[src/rtl/uart_irq_pkg.sv]
package uart_irq_pkg;
  localparam int NSRC = 7;
  localparam int NLAT = 8;  // latch 7 keeps special-character events apart from Xon/Xoff

  localparam int SRC_LINE  = 0;
  localparam int SRC_RXRDY = 1;
  localparam int SRC_RXTO  = 2;
  localparam int SRC_TXRDY = 3;
  localparam int SRC_MODEM = 4;
  localparam int SRC_FCHAR = 5;
  localparam int SRC_PIN   = 6;
  localparam int LAT_SPEC  = 7;

  localparam logic [5:0] CODE_NONE = 6'b000001;

  function automatic logic [5:0] src_code(input int idx);
    case (idx)
      SRC_LINE:  return 6'b000110;
      SRC_RXRDY: return 6'b000100;
      SRC_RXTO:  return 6'b001100;
      SRC_TXRDY: return 6'b000010;
      SRC_MODEM: return 6'b000000;
      SRC_FCHAR: return 6'b010000;
      SRC_PIN:   return 6'b100000;
      default:   return CODE_NONE;
    endcase
  endfunction
endpackage

[src/rtl/irq_event_latch.sv]
module irq_event_latch #(
  parameter int N = 8
) (
  input  logic         clk,
  input  logic         rst_n,
  input  logic [N-1:0] set_i,
  input  logic [N-1:0] clr_i,
  output logic [N-1:0] q_o
);
  for (genvar i = 0; i < N; i++) begin : g_bit
    always_ff @(posedge clk) begin
      if (!rst_n)         q_o[i] <= 1'b0;
      else if (set_i[i])  q_o[i] <= 1'b1;   // set beats a same-cycle clear
      else if (clr_i[i])  q_o[i] <= 1'b0;
    end
  end
endmodule

[src/rtl/irq_idle_timer.sv]
module irq_idle_timer #(
  parameter int CHAR_BITS = 10
) (
  input  logic clk,
  input  logic rst_n,
  input  logic bit_tick,
  input  logic restart,
  output logic fire
);
  localparam int LIMIT = 4 * CHAR_BITS + 12;
  localparam int CW    = $clog2(LIMIT + 1);
  localparam logic [CW-1:0] LIM_M1 = CW'(LIMIT - 1);
  localparam logic [CW-1:0] LIM    = CW'(LIMIT);

  logic [CW-1:0] cnt_q;

  assign fire = bit_tick && !restart && (cnt_q == LIM_M1);

  always_ff @(posedge clk) begin
    if (!rst_n || restart)           cnt_q <= '0;
    else if (bit_tick && cnt_q != LIM) cnt_q <= cnt_q + 1'b1;
  end
endmodule

[src/rtl/irq_prio_enc.sv]
module irq_prio_enc
  import uart_irq_pkg::*;
(
  input  logic [NSRC-1:0] pend,
  output logic [5:0]      code,
  output logic            any
);
  always_comb begin
    code = CODE_NONE;
    for (int i = NSRC - 1; i >= 0; i--) begin
      if (pend[i]) code = src_code(i);
    end
    any = |pend;
  end
endmodule

[src/rtl/uart_irq_arbiter.sv]
module uart_irq_arbiter
  import uart_irq_pkg::*;
#(
  parameter int FILL_W    = 7,
  parameter int CHAR_BITS = 10
) (
  input  logic              clk,
  input  logic              rst_n,
  input  logic [6:0]        ier,
  input  logic [3:0]        lsr_err,
  input  logic [FILL_W-1:0] rx_fill,
  input  logic [FILL_W-1:0] rx_trig,
  input  logic              rx_char,
  input  logic              bit_tick,
  input  logic [FILL_W-1:0] tx_fill,
  input  logic [FILL_W-1:0] tx_trig,
  input  logic [3:0]        msr_delta,
  input  logic              xon_det,
  input  logic              xoff_det,
  input  logic              spec_det,
  input  logic              afc_en,
  input  logic              cts_dsr_n,
  input  logic              rts_dtr_n,
  input  logic              isr_rd,
  input  logic              lsr_rd,
  input  logic              msr_rd,
  input  logic              rhr_rd,
  input  logic              thr_wr,
  output logic              irq,
  output logic [5:0]        isr_code
);
  logic [NLAT-1:0] set_v, clr_v, lat_q;
  logic [NSRC-1:0] src_act, pend;
  logic [5:0]      code_nxt;
  logic            any_nxt;
  logic            rx_empty, rx_ready, to_fire;
  logic            tx_low, tx_empty, tx_low_q, tx_empty_q;
  logic            cts_q, rts_q;

  assign rx_empty = (rx_fill == '0);
  assign rx_ready = !rx_empty && (rx_fill >= rx_trig);
  assign tx_low   = (tx_fill <= tx_trig);
  assign tx_empty = (tx_fill == '0);

  always_ff @(posedge clk) begin
    if (!rst_n) begin
      tx_low_q   <= 1'b1;
      tx_empty_q <= 1'b1;
      cts_q      <= 1'b1;
      rts_q      <= 1'b1;
    end else begin
      tx_low_q   <= tx_low;
      tx_empty_q <= tx_empty;
      cts_q      <= cts_dsr_n;
      rts_q      <= rts_dtr_n;
    end
  end

  irq_idle_timer #(.CHAR_BITS(CHAR_BITS)) timer_i (
    .clk(clk), .rst_n(rst_n), .bit_tick(bit_tick),
    .restart(rx_char || rhr_rd || rx_empty), .fire(to_fire)
  );

  always_comb begin
    set_v[SRC_LINE]  = |lsr_err;
    set_v[SRC_RXRDY] = rx_ready;
    set_v[SRC_RXTO]  = to_fire;
    set_v[SRC_TXRDY] = (tx_low && !tx_low_q) || (tx_empty && !tx_empty_q);
    set_v[SRC_MODEM] = |msr_delta;
    set_v[SRC_FCHAR] = xon_det || xoff_det;
    set_v[SRC_PIN]   = afc_en && ((cts_dsr_n && !cts_q) || (rts_dtr_n && !rts_q));
    set_v[LAT_SPEC]  = spec_det;

    clr_v[SRC_LINE]  = lsr_rd;
    clr_v[SRC_RXRDY] = 1'b1;          // level source: tracks rx_ready each cycle
    clr_v[SRC_RXTO]  = rhr_rd;
    clr_v[SRC_TXRDY] = isr_rd || thr_wr;
    clr_v[SRC_MODEM] = msr_rd;
    clr_v[SRC_FCHAR] = isr_rd;
    clr_v[SRC_PIN]   = msr_rd;
    clr_v[LAT_SPEC]  = isr_rd || rx_char;
  end

  irq_event_latch #(.N(NLAT)) latch_i (
    .clk(clk), .rst_n(rst_n), .set_i(set_v), .clr_i(clr_v), .q_o(lat_q)
  );

  always_comb begin
    src_act            = lat_q[NSRC-1:0];
    src_act[SRC_FCHAR] = lat_q[SRC_FCHAR] || lat_q[LAT_SPEC];
    pend               = src_act & ier;
  end

  irq_prio_enc enc_i (.pend(pend), .code(code_nxt), .any(any_nxt));

  always_ff @(posedge clk) begin
    if (!rst_n) begin
      isr_code <= CODE_NONE;
      irq      <= 1'b0;
    end else begin
      irq <= any_nxt;
      if (!isr_rd) isr_code <= code_nxt;   // frozen while the status read lasts
    end
  end
endmodule

[config.mk]
export PLATFORM = sky130hd
export DESIGN_NAME = uart_irq_arbiter
export DESIGN_NICKNAME = d
export VERILOG_FILES = /design/src/rtl/uart_irq_pkg.sv /design/src/rtl/irq_event_latch.sv /design/src/rtl/irq_idle_timer.sv /design/src/rtl/irq_prio_enc.sv /design/src/rtl/uart_irq_arbiter.sv
export SDC_FILE = /design/constraint.sdc
export NUM_CORES = 1
export LEC_CHECK = 0
export ABC_AREA = 1
export BUFFER_PORTS_ARGS = -buffer_cell sky130_fd_sc_hd__buf_2
export CORE_MARGIN = 2
export CORE_UTILIZATION = 29
export CTS_CLUSTER_DIAMETER = 100
export DETAILED_ROUTE_END_ITERATION = 8
export PLACE_DENSITY = 0.64
export SYNTH_ARGS = -nofsm -noshare
export SYNTH_HDL_FRONTEND = slang
export SYNTH_SLANG_ARGS = --single-unit
export TNS_END_PERCENT = 5
[constraint.sdc]
create_clock -name clk -period 3.3 [get_ports clk]
set_clock_uncertainty 0.15 [all_clocks]
set_input_delay 0.33 -clock clk [delete_from_list [all_inputs] [get_ports clk]]
set_output_delay 0.33 -clock clk [all_outputs]
set_load 0.02 [all_outputs]
# After elaboration in Yosys (flattened, before gate mapping)
# Cells that the tools add are included.
# op_classes
n_shift	0
multipliers	0
bitwise	1
magnitude_cmp	2
addsub	1
muxes	21
n_div	0
eq_ne	2
n_reduce_logical	37
# op_table
op	n
2-to-1 mux 6 bit	7
zero test 7 bit	2
2-to-1 mux 1 bit	14
nonzero test 2 bit	7
logical AND 1 bit	9
logical OR 1 bit	9
OR reduction 4 bit	2
AND 7 bit	1
>= comparator 7 bit	1
less-or-equal comparator 7 bit	1
zero test 1 bit	7
OR reduction 7 bit	1
adder 6 x 1 -> 6 bit, second input constant	1
== test 6 bit, second input constant	1
inequality test 6 bit, second input constant	1
# totals
reg_bits	25
n_memories	0
out_inout_bits	7
mem_bits_rw	0
latchBits	0
rom_bits	0

# Depth between registers and ports, before layout
# Gate-level depths: netlist of run 1.
# depth
word_depth	9
mapped_depth	10
ltp_nobuf	10

# Modules after synthesis
# A second synthesis of run 1 with hierarchy kept.
# unflattened
hier_cells	261
hier_area_um2	1679.1
# by_module_without_submodules
module	seq_area_each_um2	instances	area_each_um2	cells_each
uart_irq_arbiter	220.2	1	888.4	140
irq_idle_timer	120.1	1	394.1	54
irq_event_latch	160.2	1	294.0	41
irq_prio_enc	0.0	1	102.6	26

# Worst setup path before layout of run 1
# No wires, ideal clock.
# synth_timing
path_kind	input to register
from	input tx_trig[6]
to	register latch_i.q_o[3]
path_stages	8
path_slack_ps	1967
setup_ps	72
arrival_ps	1110
required_time_ps	3078
path_cell_list	inv_1 -> ha_1 -> nand2_1 -> nor2_1 -> nand4_1 -> nand2_1 -> nand2_1 -> a21oi_1
# synth_between
elab_chain_len	4
elab_cells_between_ends	5
classes_between	order compare (1); mux (1); reduce/logical (3)
# synth_rtl
item	line	source
from (decl)	uart_irq_arbiter.sv:16	input logic [FILL_W-1:0] tx_trig,
less-or-equal comparator 7 bit (*)	uart_irq_arbiter.sv:42	assign tx_low = (tx_fill <= tx_trig);
logical AND 1 bit (*)	uart_irq_arbiter.sv:68	set_v[SRC_TXRDY] = (tx_low && !tx_low_q) || (tx_empty && !tx_empty_q);
logical OR 1 bit (*)	uart_irq_arbiter.sv:68	
2-to-1 mux 1 bit or nonzero test 2 bit (tied branches)	n/a	
to (signal, indexed assignment)	irq_event_latch.sv:12	if (!rst_n) q_o[i] <= 1'b0;
to (signal, indexed assignment)	irq_event_latch.sv:13	else if (set_i[i]) q_o[i] <= 1'b1;
to (signal, indexed assignment)	irq_event_latch.sv:14	else if (clr_i[i]) q_o[i] <= 1'b0;
to (decl)	irq_event_latch.sv:8	output logic [N-1:0] q_o
# Mark *: on every way between the ends. The rest lies on a longest branch, timed or not.
# A chain may end at the register's enable or synchronous reset.

# Final worst setup path of run 1
# layout_timing
from	register timer_i.cnt_q[0]
to	register timer_i.cnt_q[5]
# layout_between
elab_chain_len	2
elab_cells_between_ends	3
classes_between	add/sub (1); eq/ne (1); reduce/logical (1)
# layout_rtl
item	line	source
from (decl)	irq_idle_timer.sv:15	logic [CW-1:0] cnt_q;
from (signal assigned)	irq_idle_timer.sv:21	else if (bit_tick && cnt_q != LIM) cnt_q <= cnt_q + 1'b1;
branches (longest 2 deep; another with adder 6 x 1 -> 6 bit)	n/a	
# Several ways; the timed one is not identified.

==> results of run 1 <==
-- sequential cells by signal (all words and copies together) (netlist names) --
signal         cells
isr_code           6
cts_q              1
irq                1
rts_q              1
tx_empty_q         1
latch_i.q_o        8
tx_low_q           1
timer_i.cnt_q      6
-- layout make-up --
class,instances,area (um^2)
Inverter,45,169
Tap cell,70,87.6
Timing Repair Buffer,64,320
Clock buffer,3,41.3
Fill cell,573,3080
Sequential cell,25,500
Clock inverter,1,7.51
Multi-Input combinational cell,152,808
-- power groups by stage --
| stage | registers, uW | clock network, uW | logic (uW) |
|---|---|---|---|
| 2_1_floorplan | 332 | 0 | 67.1 |
| 3_3_place_gp | 327 | 0 | 128 |
| 3_5_place_dp | 327 | 0 | 130 |
| 4_1_cts | 320 | 201 | 130 |
| 5_1_grt | 322 | 212 | 149 |
| 6_report | 320 | 188 | 127 |
-- final timing paths --
check | slack, ps | to
max reg2reg | 1860 | timer_i.cnt_q[5]
min | 90 | rts_q
max | 1860 | timer_i.cnt_q[5]
min reg2reg | 320 | isr_code[5]
-- worst reg2reg max path, stage by stage (launching register included) --
cell,delay (ps)
dfxtp_1,340
inv_1,100
ha_1,200
nand2_1,60
nor2_1,30
nand2_1,60
nand2_2,90
nor2_1,150
nand2_1,60
nand2_1,60
nor2_1,40
-- through the flow --
stage | setup slack [ps] | power [uW] | util [%]
2_1_floorplan | 1970 | 400 | -
3_3_place_gp | 1770 | 455 | 37.6
3_5_place_dp | 1760 | 457 | 37.6
4_1_cts | 1850 | 651 | 38.6
5_1_grt | 1680 | 683 | 38.6
6_report | 1860 | 635 | 38.6
-- cells by family (layout without fill, tap and decap cells) --
| logic type | Yosys count | count (layout) |
|---|---|---|
| DFF | 25 | 25 |
| AOI/OAI and AO/OA | 31 | 31 |
| buffers and inverters | 46 | 113 |
| and+or+nand+nor | 105 | 105 |
| adders and majority gates | 16 | 16 |
-- per-layer routing --
metal | track usage, % | vias to the layer above | wire length [um]
met2 | 22.7 | 35 | 1520
met3 | 3.31 | 4 | 198
met5 | 0 | - | 0
met1 | 14.6 | 646 | 1540
met4 | 2.34 | 0 | 24
li1 | - | 834 | -
-- layout by cell type (no fill, tap or decap) --
cell type,Yosys,layout
buf_2,0,64
nand2_1,57,57
inv_1,43,43
nor2_1,28,28
dfxtp_1,25,25
a21oi_1,18,18
ha_1,16,16
nand3_1,8,8
o21ai_0,7,7
nand4_1,6,6
clkbuf_8,0,3
nor3_2,2,2
nor4_1,2,2
o21a_1,1,1
clkinv_1,1,1
nand2_2,1,1
o21ai_1,1,1
o22ai_1,1,1
o31ai_1,1,1
inv_2,1,1
nor3_1,1,1
a21oi_2,1,1
a211oi_1,1,1
clkinvlp_4,0,1
==> metrics.md, run 1 <==
| Metric | Value |
|---|---|
| Mapped Nets | `297` |
| Flop pwr share | `between 50% and 60%` |
| GPL Wtd Cong | `0.780` |
| Final Non-Filler Cells | `360` |
| Switching Share | `roughly 28%` |
| Routed wire length per instance | `between 9 and 10 um` |
| Combinational power share | `between 20% and 30%` |
| PwrDens | `between 300 and 400 mW/mm^2` |
| Largest net degree at the start of global routing | `16` |
| Post CTS Setup Buffer Count | `0` |
| Die Y | `around 76 um` |
| Total Routing Usage GR | `between 10% and 20%` |
| Post-synth ARST share | `0%` |
| H-tree levels | `1` |
| DP Wirelength | `about 2800 um` |
| # DRC | `0` |
| CP required | `roughly 3300 ps` |
| Root Buffer Master | `clkbuf_8` |
| Routed WL | `roughly 3300 um` |
| # hold bufs at CTS | `0` |
| Input/output buffers | `64` |
| # IOs | `65` |
| Compound-Gate Fraction of Synth Area | `between 10% and 20%` |
| Critical Path Source Type | `flop` |
| Crit Path Max Fanout | `6` |
| R2r worst-path depth | `10` |
| Initial Util | `approximately 30%` |
| Peak supply drop | `about 0.17 mV` |
| Part of the cycle the worst path needs | `around 44%` |
| Worst skew pair latency | `~270 ps` |
| CP cell instances | `inv_1 > ha_1 > nand2_1 > nor2_1 > nand2_1 > nand2_2 > nor2_1 > nand2_1 > nand2_1 > nor2_1` |
| RSZ-0062 raised after global routing | `false` |
| Most common library cells after synthesis | `nand2_1 (57), inv_1 (43), nor2_1 (28), dfxtp_1 (25), a21oi_1 (18)` |
| Final setup viols | `0` |
| Largest delay contributor family on the critical path | `simple AND/OR/NAND/NOR gates` |
| TritonCTS clock tree | `yes` |
| Most used DFF post-synth | `dfxtp_1` |
| Synthesis-to-finish area growth | `30.2%` |
| DR vias/cell | `4.22` |
| Simple-Gate Fraction of Synth Area | `between 20% and 30%` |
| Most frequent cell after synthesis | `nand2_1` |
| Number of buffers created by CTS | `3` |
| ANT cells | `0` |
| Final Max Slew Viols | `0` |
| Final TNS setup | `0 ps` |
| Area leader, netlist | `dfxtp_1` |
| Hold Path Class | `input pin to flop` |
| YS warnings | `0` |
| Area after DPL | `0.00189 mm^2` |
| Clock tree buffer depth | `2` |
| Number of global-route vias before repair | `between 1k and 1.5k` |
| Instance count on the critical path | `10` |
| Crit path buffers/inverters | `1` |
| Seq/Total Area, Yosys | `around a third` |
| Crit path capture type | `flop` |
| Max Fclk | `between 600 and 700 MHz` |
| Layout net count | `around 370` |
| Max-cap viol count | `0` |
| R2R Path Start | `timer_i.cnt_q[0]` |
| Yosys reg bits | `25` |
| Core footprint | `roughly 0.005 mm^2` |
| Distinct cells, synth | `22` |
| Clock Sinks | `25` |
| 1st-pass router iterations | `4` |
| Final hold violation count | `0` |
| Synth Area in Adders | `around 13%` |
| Worst hold slack | `88.8 ps` |
| Relative slew slack | `78.2%` |
| Reg clk slew, reported paths | `90 ps` |
| Share of post-route cells with drive strength above 1 | `about a quarter` |
| Internal power | `459 uW` |
| Leakage power | `0.00104 uW` |
| Minimum clock period | `approximately 1400 ps` |
| Die area | `roughly 0.0057 mm^2` |
| WS Path Type | `flop to flop` |
| Slowest cell on crit path | `dfxtp_1` |
| Row cnt | `26` |
| EDFF count, synth | `0` |
| Placed Cells | `approximately 360` |
| Yosys top cell area share | `around 34%` |
| CP arrival | `around 1500 ps` |
| Vias | `1519` |
| Mapped cell area | `0.00149 mm^2` |
| Cell repeated most along the worst path | `nand2_1` |
| Mux share of post-synthesis cell area | `0%` |
| Post-route cell area | `a little under 0.002 mm^2` |
| Post-Synth XOR/XNOR Area | `0%` |
| Switching pwr | `176 uW` |
| Min-delay src | `rts_dtr_n` |
| Worst hold stages | `3` |
| Status | `finished, final reports clean` |
| Initial antenna violation count | `0` |
| Die Wd | `approximately 76 um` |
| Crit-path max cell delay | `roughly 340 ps` |
| Antenna viol nets, final | `0` |
| First-pass GRT wire length | `about 5500 um` |
| Initial DRC Count | `23` |
| Synth Area per Inst | `~6.7 um^2` |
| Post-CTS sizing | `0` |
| Cells after synthesis | `approximately 220` |
| Clock share of power | `between 20 and 30%` |
| Top cells by area, synth | `dfxtp_1 (34%), nand2_1 (14%), ha_1 (13%), inv_1 (11%), nor2_1 (7.1%)` |
| Global route overflow | `0` |
| Source of the critical timing path | `timer_i.cnt_q[0]` |
| Worst slew pin tran | `~320 ps` |
| Largest family of logic cells by synthesized area | `simple AND/OR/NAND/NOR gates` |
Note: power is estimated with default switching activity, not from simulation.
==> run 2: changes to the inputs <==
--- a/config.mk
+++ b/config.mk
@@ -5,13 +5,13 @@
 export SDC_FILE = /design/constraint.sdc
 export NUM_CORES = 1
 export LEC_CHECK = 0
-export ABC_AREA = 1
+export ABC_AREA = 0
 export BUFFER_PORTS_ARGS = -buffer_cell sky130_fd_sc_hd__buf_2
 export CORE_MARGIN = 2
 export CORE_UTILIZATION = 29
 export CTS_CLUSTER_DIAMETER = 100
 export DETAILED_ROUTE_END_ITERATION = 8
-export PLACE_DENSITY = 0.64
+export PLACE_DENSITY = 0.67
 export SYNTH_ARGS = -nofsm -noshare
 export SYNTH_HDL_FRONTEND = slang
 export SYNTH_SLANG_ARGS = --single-unit
==> constraint.sdc (replaced) <==
create_clock -name clk -period 1.3 [get_ports clk]
set_clock_uncertainty 0.15 [all_clocks]
set_input_delay 0.13 -clock clk [delete_from_list [all_inputs] [get_ports clk]]
set_output_delay 0.13 -clock clk [all_outputs]
set_load 0.02 [all_outputs]
==> run 2 against run 1 <==
Compared with the run above: the flow now finishes with violations (negative setup slack); sequential cell count did not move; routed wire length rose by 12%; synthesized cell count fell by 26%; critical endpoint is now timer_i.cnt_q[3]; largest cell class unchanged.
==> metrics.md, run 2 <==
| Metric | Value |
|---|---|
| Status | `complete, but fails checks` |
| Failing checks | `negative setup slack` |
| Root Buffer Master | `clkbuf_8` |
| # IOs | `65 (unchanged)` |
| Total Power | `1660 uW (+160%)` |
| DP Wirelength | `2760 um (-0.52%)` |
| Reg with most FFs | `latch_i.q_o` |
| Synth Area per Inst | `8.37 um^2 (+26%)` |
| WS Path Type | `flop to flop` |
| CP cell instances | `inv_2 > ha_4 > nand2_4 > o211ai_1 > xor2_1 > nor2_1` |
| Yosys top cell area share | `36.2% (+2.5 points)` |
| Seq/Total Area, Yosys | `36.2% (+2.5 points)` |
| Largest net degree at the start of global routing | `14 (-2)` |
| Post-route cell area | `0.00216 mm^2 (+12%)` |
| GPL Wtd Cong | `0.745 (-4.6%)` |
| YS warnings | `0 (unchanged)` |
| Row cnt | `25 (-3.8%)` |
| Most common cell after layout, fill and taps aside | `buf_2` |
| Relative slew slack | `82.3% (+4.1 points)` |
| Distinct cells, synth | `38 (+73%)` |
| Die Wd | `73.0 um (-3.4%)` |
| Clock tree buffer depth | `2 (unchanged)` |
| 1st-pass router iterations | `4 (unchanged)` |
| Final Max Slew Viols | `0 (unchanged)` |
| Crit Path Max Fanout | `2 (-4)` |
| Number of global-route vias before repair | `1507 (+10%)` |
| Worst slew pin tran | `262 ps (-63.4 ps)` |
| Critical Path Source Type | `flop` |
| Share of post-route cells with drive strength above 1 | `37.3% (+12 points)` |
| Synthesis-to-finish area growth | `56.3%` |
| Clock Sinks | `25 (unchanged)` |
| Crit path capture type | `flop` |
| Die area | `0.00533 mm^2 (-6.6%)` |
| Peak supply drop | `0.654 mV (+290%)` |
| PwrDens | `771 mW/mm^2 (+130%)` |
| Mapped Nets | `239 (-20%)` |
| Initial DRC Count | `37 (+61%)` |
| Number of buffers created by CTS | `3 (unchanged)` |
| DR vias/cell | `4.62 (+9.5%)` |
| Post-synth ARST share | `0% (unchanged)` |
| # DRC | `0 (unchanged)` |
| Reg clk slew, reported paths | `90 ps (about the same)` |
| Initial Util | `29.6% (about the same)` |
| Antenna viol nets, final | `0 (unchanged)` |
| Initial antenna violation count | `0 (unchanged)` |
| Hold Path Class | `input pin to flop` |
| RSZ-0062 raised after global routing | `true` |
| Vias | `1465 (-3.6%)` |
| Minimum clock period | `1310 ps (-133 ps)` |
| Routed wire length per instance | `11.6 um (+27%)` |
| Area after DPL | `0.00183 mm^2 (-2.7%)` |
| Commonest non-fill, non-tap cells in the layout | `buf_2 (64), dfxtp_1 (21), inv_1 (20), dlygate4sd3_1 (20), nor2_1 (15)` |
| Layout net count | `338 (-7.4%)` |
| Area leader, netlist | `dfxtp_1` |
| Max-cap viol count | `0 (unchanged)` |
| CP arrival | `1330 ps (-140 ps)` |
| Routed WL | `3680 um (+12%)` |
| Part of the cycle the worst path needs | `101% (+57 points)` |
| Final worst slack | `-10.0 ps (-1870 ps)` |
| Fill count | `470 (-18%)` |
| Yosys reg bits | `25 (unchanged)` |
| Global route overflow | `0 (unchanged)` |
| Slowest cell on crit path | `dfxtp_2` |
| CP required | `1320 ps (-2000 ps)` |
| Top Registers | `latch_i.q_o x8, isr_code x6, timer_i.cnt_q x6` |
| Mapped cell area | `0.00138 mm^2 (-7.0%)` |
| H-tree levels | `1 (unchanged)` |
| Total Routing Usage GR | `15.1% (+2.7 points)` |
| EDFF count, synth | `0 (unchanged)` |
| Final setup viols | `2 (+2)` |
| Crit-path max cell delay | `330 ps (about the same)` |
| Core footprint | `0.00466 mm^2 (-7.0%)` |
| ANT cells | `0 (unchanged)` |
| Most frequent cell after synthesis | `dfxtp_1` |
| Top cells by area, synth | `dfxtp_1 (36%), ha_1 (14%), inv_1 (6.0%), nand2_1 (4.3%), nor2_1 (4.1%)` |
| TritonCTS clock tree | `yes` |
| Input/output buffers | `64 (unchanged)` |
| Cells after synthesis | `165 (-26%)` |
| First-pass GRT wire length | `6320 um (+15%)` |
| Util after Layout | `46.3% (+7.7 points)` |
| Max Fclk | `763 MHz (+10%)` |
| Most used DFF post-synth | `dfxtp_1` |
| Final hold violation count | `0 (unchanged)` |
| Worst skew pair latency | `270 ps (about the same)` |
| Die Y | `73.0 um (-3.4%)` |
| Leakage power | `0.00105 uW (+0.74%)` |
| Max reg flops | `8 (unchanged)` |
| Most common library cells after synthesis | `dfxtp_1 (25), inv_1 (22), ha_1 (16), nand2_1 (16), nor2_1 (15)` |
[run 2: cell count changes after synthesis, moves of 3 or more]
cell and delta:
a31oi_1 +3, a21o_1 +3, a21oi_1 -8, nor2_1 -13, o41ai_1 +3, o21ai_0 -5
nand2_1 -41, inv_1 -21, nand2b_1 +3, xor2_1 +3, nand3_1 -4
[run 2: critical path: cells and delay by family, from the launching register on]
family / cells / cell delay, ps
AOI/OAI and AO/OA: 1 / 220
xor gates and xnor gates: 1 / 180
DFF: 1 / 330
buffers and inverters: 1 / 70
adders and majority gates: 1 / 150
and+or+nand+nor: 2 / 110
[run 2: logic make-up (layout without fill, tap and decap cells)]
family          after synthesis  after routing  share of synthesized area (%)
buf+inv                      25            123                           6.97
xor+xnor                      4              4                           2.54
simple gates                 60             60                           21.9
flops                        25             25                           36.2
fa+ha+maj                    16             16                           14.5
mux                           1              1                          0.725
compound gates               34             34                           17.1
[run 2: worst paths after layout]
check                          end  cells past startpoint        startpoint  slack, ps
hold / removal          tx_empty_q                      3        tx_fill[6]         20
setup reg to reg  timer_i.cnt_q[3]                      6  timer_i.cnt_q[1]        -10
hold reg to reg     latch_i.q_o[2]                      2    latch_i.q_o[2]        320
setup / recovery  timer_i.cnt_q[3]                      6  timer_i.cnt_q[1]        -10
[run 2: repair_timing]
item	CTS	global route
pin swaps	2	3
hold buffers	20	0
buffers inserted	2	0
hold endpoints to repair	9	0
resized for setup	9	9
endpoints found under the setup margin	2	8
[run 2: layer usage]
layer / track usage [%] / vias up / part of all wire (%)
met5: 0 / - / 0
li1: - / 778 / -
met3: 3.73 / 2 / 4.8
met2: 28.5 / 34 / 52
met4: 3.09 / 0 / 0.41
met1: 17.0 / 651 / 43
[run 2: area by class of cell]
cell class | count | area (um^2) | share of cell area (%)
Multi-Input combinational cell | 115 | 845 | 39.1
Timing Repair Buffer | 96 | 611 | 28.3
Inverter | 23 | 86.3 | 4.00
Tap cell | 54 | 67.6 | 3.13
Sequential cell | 25 | 505 | 23.4
Clock buffer | 4 | 45.0 | 2.09
[run 2: metrics by stage]
| stage | hold WS (ps) | worst slack, ps | TNS [ps] | instances |
|---|---|---|---|---|
| CTS | 8.04 | 2.72 | 0 | 317 |
| global placement | 167 | -52.5 | -72.6 | 291 |
| global route | 24.0 | -85.4 | -175 | 317 |
| finish | 22.5 | -10.0 | -16.2 | 317 |
| floorplan | 76.3 | 45.4 | 0 | 165 |
| detailed placement | 169 | -98.9 | -182 | 291 |
[run 2: power breakdown]
group          internal (uW)  switching (uW)  total, uW
combinational            211             177        388
clock                    219             242        461
sequential               800            14.8        814
